$ cat src/rtl/ppg_pkg.sv
package ppg_pkg;
  typedef struct packed {
    logic one;
    logic two;
    logic three;
  } dsel_t;
endpackage

$ cat src/rtl/ppg_dec.sv
module ppg_dec
  import ppg_pkg::*;
(
  input  logic [1:0] dig_i,
  output dsel_t      sel_o
);
  always_comb begin
    sel_o.one   =  dig_i[0] & ~dig_i[1];
    sel_o.two   = ~dig_i[0] &  dig_i[1];
    sel_o.three =  dig_i[0] &  dig_i[1];
  end

  always_comb begin
    a_r1_sel_onehot: assert ($onehot0({sel_o.one, sel_o.two, sel_o.three}))
      else $error("decoder raised more than one select");
  end
endmodule

$ cat src/rtl/ppg_mult.sv
module ppg_mult #(
  parameter int W = 16
) (
  input  logic [W-1:0]   w_i,
  output logic [W+1:0]   p1_o,
  output logic [W+1:0]   p2_o,
  output logic [W+1:0]   p3_o,
  output logic [W+1:0]   n1_o,
  output logic [W+1:0]   n2_o
);
  localparam int WP = W + 2;

  always_comb begin
    p1_o = {{2{w_i[W-1]}}, w_i};
    p2_o = {p1_o[WP-2:0], 1'b0};
    p3_o = p1_o + p2_o;   // single shared adder
    n1_o = '0 - p1_o;
    n2_o = '0 - p2_o;
  end

  logic signed [WP+1:0] w_wide;
  assign w_wide = (WP+2)'(signed'(w_i));

  always_comb begin
    a_r9_triple_exact: assert ((WP+2)'(signed'(p3_o)) == w_wide * 3)
      else $error("3w wrapped");
    a_r9_neg_double_exact: assert ((WP+2)'(signed'(n2_o)) == -(w_wide * 2))
      else $error("-2w wrapped");
  end
endmodule

$ cat src/rtl/ppg_aoc.sv
module ppg_aoc
  import ppg_pkg::*;
#(
  parameter int WP = 18
) (
  input  dsel_t          sel_i,
  input  logic [WP-1:0]  c1_i,
  input  logic [WP-1:0]  c2_i,
  input  logic [WP-1:0]  c3_i,
  output logic [WP-1:0]  pp_o
);
  assign pp_o = ({WP{sel_i.one}}   & c1_i)
              | ({WP{sel_i.two}}   & c2_i)
              | ({WP{sel_i.three}} & c3_i);
endmodule

$ cat src/rtl/ppg_radix4.sv
module ppg_radix4
  import ppg_pkg::*;
#(
  parameter int L = 8,
  parameter int W = 16
) (
  input  logic [W-1:0]              w_i,
  input  logic [L-1:0]              x_i,
  output logic [(L/2)*(W+2)-1:0]    pp_o
);
  localparam int ND = L / 2;
  localparam int WP = W + 2;

  initial begin
    a_l_even: assert (L >= 4 && L % 2 == 0) else $error("L must be even and >= 4");
  end

  logic [WP-1:0] p1, p2, p3, n1, n2;

  ppg_mult #(.W(W)) u_mult (
    .w_i (w_i),
    .p1_o(p1),
    .p2_o(p2),
    .p3_o(p3),
    .n1_o(n1),
    .n2_o(n2)
  );

  logic [WP-1:0] w_ext;
  assign w_ext = {{2{w_i[W-1]}}, w_i};

  for (genvar j = 0; j < ND; j++) begin : g_dig
    dsel_t         sel;
    logic [WP-1:0] pp;
    logic [1:0]    dig;

    assign dig = x_i[2*j+1 -: 2];

    ppg_dec u_dec (
      .dig_i(dig),
      .sel_o(sel)
    );

    if (j == ND - 1) begin : g_top
      ppg_aoc #(.WP(WP)) u_aoc (
        .sel_i(sel),
        .c1_i (p1),
        .c2_i (n2),
        .c3_i (n1),
        .pp_o (pp)
      );
      always_comb begin
        if (dig == 2'b00) begin
          a_r6_top_zero: assert (pp == '0) else $error("top digit 0");
        end
        if (dig == 2'b11) begin
          a_r6_top_minus_one: assert (pp + w_ext == '0) else $error("top digit -1");
        end
      end
    end else begin : g_low
      ppg_aoc #(.WP(WP)) u_aoc (
        .sel_i(sel),
        .c1_i (p1),
        .c2_i (p2),
        .c3_i (p3),
        .pp_o (pp)
      );
      always_comb begin
        if (dig == 2'b00) begin
          a_r2_zero_digit: assert (pp == '0) else $error("digit 0 nonzero");
        end
        if (dig == 2'b01) begin
          a_r3_unit_digit: assert (pp == w_ext) else $error("digit 1 mismatch");
        end
        if (dig == 2'b10) begin
          a_r4_double_digit: assert (pp == {w_ext[WP-2:0], 1'b0}) else $error("digit 2 mismatch");
        end
      end
    end

    assign pp_o[j*WP +: WP] = pp;  // R8 packing
  end
endmodule

$ cat config.mk
export PLATFORM = sky130hd
export DESIGN_NAME = ppg_radix4
export DESIGN_NICKNAME = d
export VERILOG_FILES = /design/src/rtl/ppg_pkg.sv /design/src/rtl/ppg_dec.sv /design/src/rtl/ppg_mult.sv /design/src/rtl/ppg_aoc.sv /design/src/rtl/ppg_radix4.sv
export SDC_FILE = /design/constraint.sdc
export NUM_CORES = 1
export LEC_CHECK = 0
export ABC_AREA = 0
export BUFFER_PORTS_ARGS = -buffer_cell sky130_fd_sc_hd__buf_2
export CORE_UTILIZATION = 44
export DETAILED_ROUTE_END_ITERATION = 7
export GPL_TIMING_DRIVEN = 0
export PLACE_DENSITY_LB_ADDON = 0.05
export SYNTH_ARGS = -nofsm -noshare
export SYNTH_HDL_FRONTEND = slang
export SYNTH_SLANG_ARGS = --single-unit
$ cat constraint.sdc
create_clock -name vclk -period 3.3
set_input_delay 0.66 -clock vclk [all_inputs]
set_output_delay 0.66 -clock vclk [all_outputs]
set_load 0.01 [all_outputs]
# Yosys cells after proc, flatten, opt, wreduce, memory -nomap -nowiden
# Cells that the tools add are included.
[totals] ff_bits=0 inputBits=24
[op_classes] addsub=3 bitwise_logic=40
[ops] op="$and A18 B18 Y18" count=12
[ops] op="$or A18 B18 Y18" count=8
[ops] op="$add A16 B17 Y18" count=1
[ops] op="$sub A1 B17 Y18 const A" count=1
[ops] op="$sub A1 B16 Y17 const A" count=1
[ops] op="$and A1 B1 Y1" count=12
[ops] op="$not A1 Y1" count=8

# Logic depth before layout (Yosys ltp)
[logic_depth] word_depth=5 depth_mapped=10

# Cells and area by module
# Synthesis repeated with hierarchy kept, for this count alone.
[unflattened] cells_unflattened=411 hier_area_um2=3019.1
[by_module_without_submodules] mod="ppg_mult" instances=1 cells_per_inst=231 area_each_um2=1702.9 seq_area_each_um2=0.0
[by_module_without_submodules] mod="ppg_aoc" instances=4 cells_per_inst=42 area_each_um2=306.5 seq_area_each_um2=0.0
[by_module_without_submodules] mod="ppg_dec" instances=4 cells_per_inst=3 area_each_um2=22.5 seq_area_each_um2=0.0

# Worst setup path after synthesis
# OpenSTA, ideal clock, no wires.
[synth_timing] path_kind="input to output" from="input w_i[9]" to="output pp_o[14]" t_arrival_ps=2537 t_required_ps=2640 path_slack_ps=103 stages=10 n_path_buf=2 path_cell_list="clkbuf_1 -> inv_1 -> ha_1 -> buf_6 -> a21oi_4 -> nand2_2 -> a221oi_4 -> mux2i_1 -> a311oi_2 -> o21ai_1"
[synth_between] elab_chain_len=3
[synth_rtl] element="start: declaration" line="ppg_radix4.sv:7" text="input logic [W-1:0] w_i,"
[synth_rtl] element="$add A16 B17 Y18" line="ppg_mult.sv:16" text="p3_o = p1_o + p2_o;"
[synth_rtl] element="$and A18 B18 Y18" line="ppg_aoc.sv:14" text="| ({WP{sel_i.three}} & c3_i);"
[synth_rtl] element="$or A18 B18 Y18" line="ppg_aoc.sv:14"
[synth_rtl] element="end: declaration" line="ppg_radix4.sv:9" text="output logic [(L/2)*(W+2)-1:0] pp_o"
# No other way between the ends.

# Worst setup path in the final report
[layout_timing] from="input w_i[1]" to="output pp_o[33]"
# Same word-level chain as after synthesis.

==> flow_summary.ini <==
[setup_path]
cp.required_ns = 2.64
path_cells = buf_12, ha_4, fa_2, a21oi_4, o211ai_2, buf_6, a41oi_4, a31oi_1, xnor2_1, o21ai_1, buf_2
slowest_stage = fa_2
crit_type = primary input to primary output
critPathTopFamily = compound AO/OA/AOI/OAI gates
crit_buf_inv = 3
critPathArrivalTime_ns = 2.63
crit_path_max_incr_delay_ns = 0.40
cp-start-kind = primary input
worstSetupPathDepth = 11
endpoint_kind = primary output
critPathMaxFanout = 8

[floorplan]
die_width_um = 79.6
core_sq_um = 5640
dieArea_sq_um = 6340
ioPinCount = 96
die_h_um = 79.6
start_util = 0.470
rows = 27

[global_route]
overflow = 0
grt_pass1_vias = 3170
grt_usage = 0.298
antenna_found_initial = 0
grt_start_max_net_pins = 12
grt_pass1_wl_um = 15200

[status]
status = finished clean

[power_and_ir_drop]
clkPwrFrac = 0
p_leak_uw = 0.00176
p_total_uw = 779
pwr-share-comb = 1.000
cell_internal_pwr_uw = 343
p_per_area_nw_per_um2 = 202
p_switching_uw = 436
seq_power_share = 0
ir_worst_vdd_uv = 113
sw_frac_of_total = 0.560

[placement]
place.gp.congestion = 0.936
portBuffers = 94
dp.final_hpwl_um = 7530
place_inst = 589

[drt]
drc = 0
route.antenna.remaining_nets = 0
vias = 3539
first_pass_iters = 7
via_per_inst = 5.86
wirelength_um = 9930
dr.first_iter.drc_count = 265
routedWlPerCell_um = 16.4

[yosys]
synth-seq-area-share = 0
syn-cell-area_sq_um = 2650
syn-num-nets = 478
avgSynthCellArea_sq_um = 6.27
syn_inst = 423
yosysWarnings = 0
synth_cell_type_count = 50

[worst_hold_path]
hold_path.class = primary input to primary output
min_path_cells = 3

[finish]
synthToLayoutAreaGrowth_pct = 45.4
antenna_cells = 0
nets = 589
seqCellArea_sq_um = 0
flops_and_latches = 0
final_cell_count_no_fill = 604
clkbuf_count = 0
fill_cells = 502
fin_util = 0.683
drive_gt1_frac = 0.352

[sta]
finalMaxSlewViolations = 0
worst_hold_slack_ns = 1.65
setup_viol = 0
fmax_mhz = 304
worst_pin_slew_ns = 0.501
fin_crit_sh = 0.998
hold_violations = 0
rsz0062_at_grt = yes
max_slew_margin = 0.666
fin_crit_ns = 3.29

[job]
drv_cap = 0

[clock_network]
cts_hold_buf = 0
[tightest hold or removal path, delay by kind of cell]
kind                   cells  cell delay, ns
buffers and inverters      2            0.22
AND/OR/NAND/NOR            1            0.11
[worst paths after layout]
| kind | to | slack, ns | startpoint |
|---|---|---|---|
| worst max-delay path | pp_o[33] | 0.005 | w_i[1] |
| worst min-delay path | pp_o[54] | 1.65 | w_i[0] |
[power groups by stage]
stage / clock network (uW) / logic (uW) / registers [uW]
global route: 0 / 839 / 0
finish: 0 / 779 / 0
floorplan: 0 / 413 / 0
global placement: 0 / 606 / 0
CTS: 0 / 703 / 0
detailed placement: 0 / 613 / 0
[placed cells by master, fill, tap and decap left out, types with 5 or more instances in the layout]
master | netlist | layout
o21ai_0 | 47 | 38
ha_1 | 30 | 16
clkbuf_1 | 32 | 21
buf_2 | 1 | 84
a21oi_1 | 25 | 22
buf_4 | 0 | 26
nand3_1 | 8 | 8
nor2b_1 | 10 | 10
inv_1 | 22 | 13
xnor2_1 | 33 | 27
a22o_1 | 32 | 32
buf_6 | 1 | 7
nand2_1 | 77 | 75
and2_1 | 6 | 5
o211ai_1 | 5 | 5
ha_4 | 0 | 12
xnor2_2 | 0 | 5
nor2_1 | 33 | 32
o21ai_1 | 4 | 10
[layer usage]
metal / global-route usage / wire, um / up-vias
met2: 0.513 / 4820 / 155
met3: 0.0194 / 656 / 5
li1: - / - / 1717
met4: 0.0327 / 48 / 0
met5: 0 / 0 / -
met1: 0.415 / 4400 / 1662
[per-stage QoR]
stage               TNS (ns)  setup slack (ns)  instance area, sq um
floorplan                  0             0.103                  2650
global placement      -15.69            -0.607                  3210
detailed placement    -16.52            -0.659                  3210
CTS                        0           0.00368                  3610
global route          -0.492           -0.0604                  3850
finish                     0           0.00518                  3850
[synth_stat cells (2+ instances only)]
master	count	share of area
o21ai_0	47	0.089
xnor2_1	33	0.11
o31ai_1	2	0.0057
a22o_1	32	0.11
o21bai_1	3	0.0085
a21o_1	4	0.011
nand2_1	77	0.11
o21ai_1	4	0.0076
mux2_2	3	0.013
a32o_1	2	0.0076
nand3_1	8	0.015
nand2b_1	3	0.0071
a21oi_1	25	0.047
o211ai_1	5	0.014
mux2i_1	4	0.015
ha_1	30	0.14
and2_1	6	0.014
clkbuf_1	32	0.045
nor2b_1	10	0.024
inv_1	22	0.031
nand4_1	2	0.0047
and3_1	3	0.0071
nor2_1	33	0.047
o21ai_2	2	0.0066
o221ai_1	6	0.020
[area by class of cell]
cell class	count	area [sq um]	area share
inverters	22	100	0.0260
repair buffers	118	721	0.187
well taps	72	90.1	0.0234
multi-input cells	366	2820	0.732
plain buffers	26	121	0.0315
[cell families after synthesis]
group | count (synthesis) | synth area share
and+or+nand+nor | 148 | 0.246
AOI/OAI and AO/OA | 146 | 0.380
buffers and inverters | 57 | 0.0840
muxes | 7 | 0.0278
adders and majority gates | 31 | 0.149
xor gates and xnor gates | 34 | 0.112
[repair_timing]
item,4_1_cts,5_1_grt
resized for setup,65,45
cloned,0,0
buffers inserted,16,9
endpoints found under the setup margin,43,34
pin swaps,23,25
(Power assumes the default switching activity.)
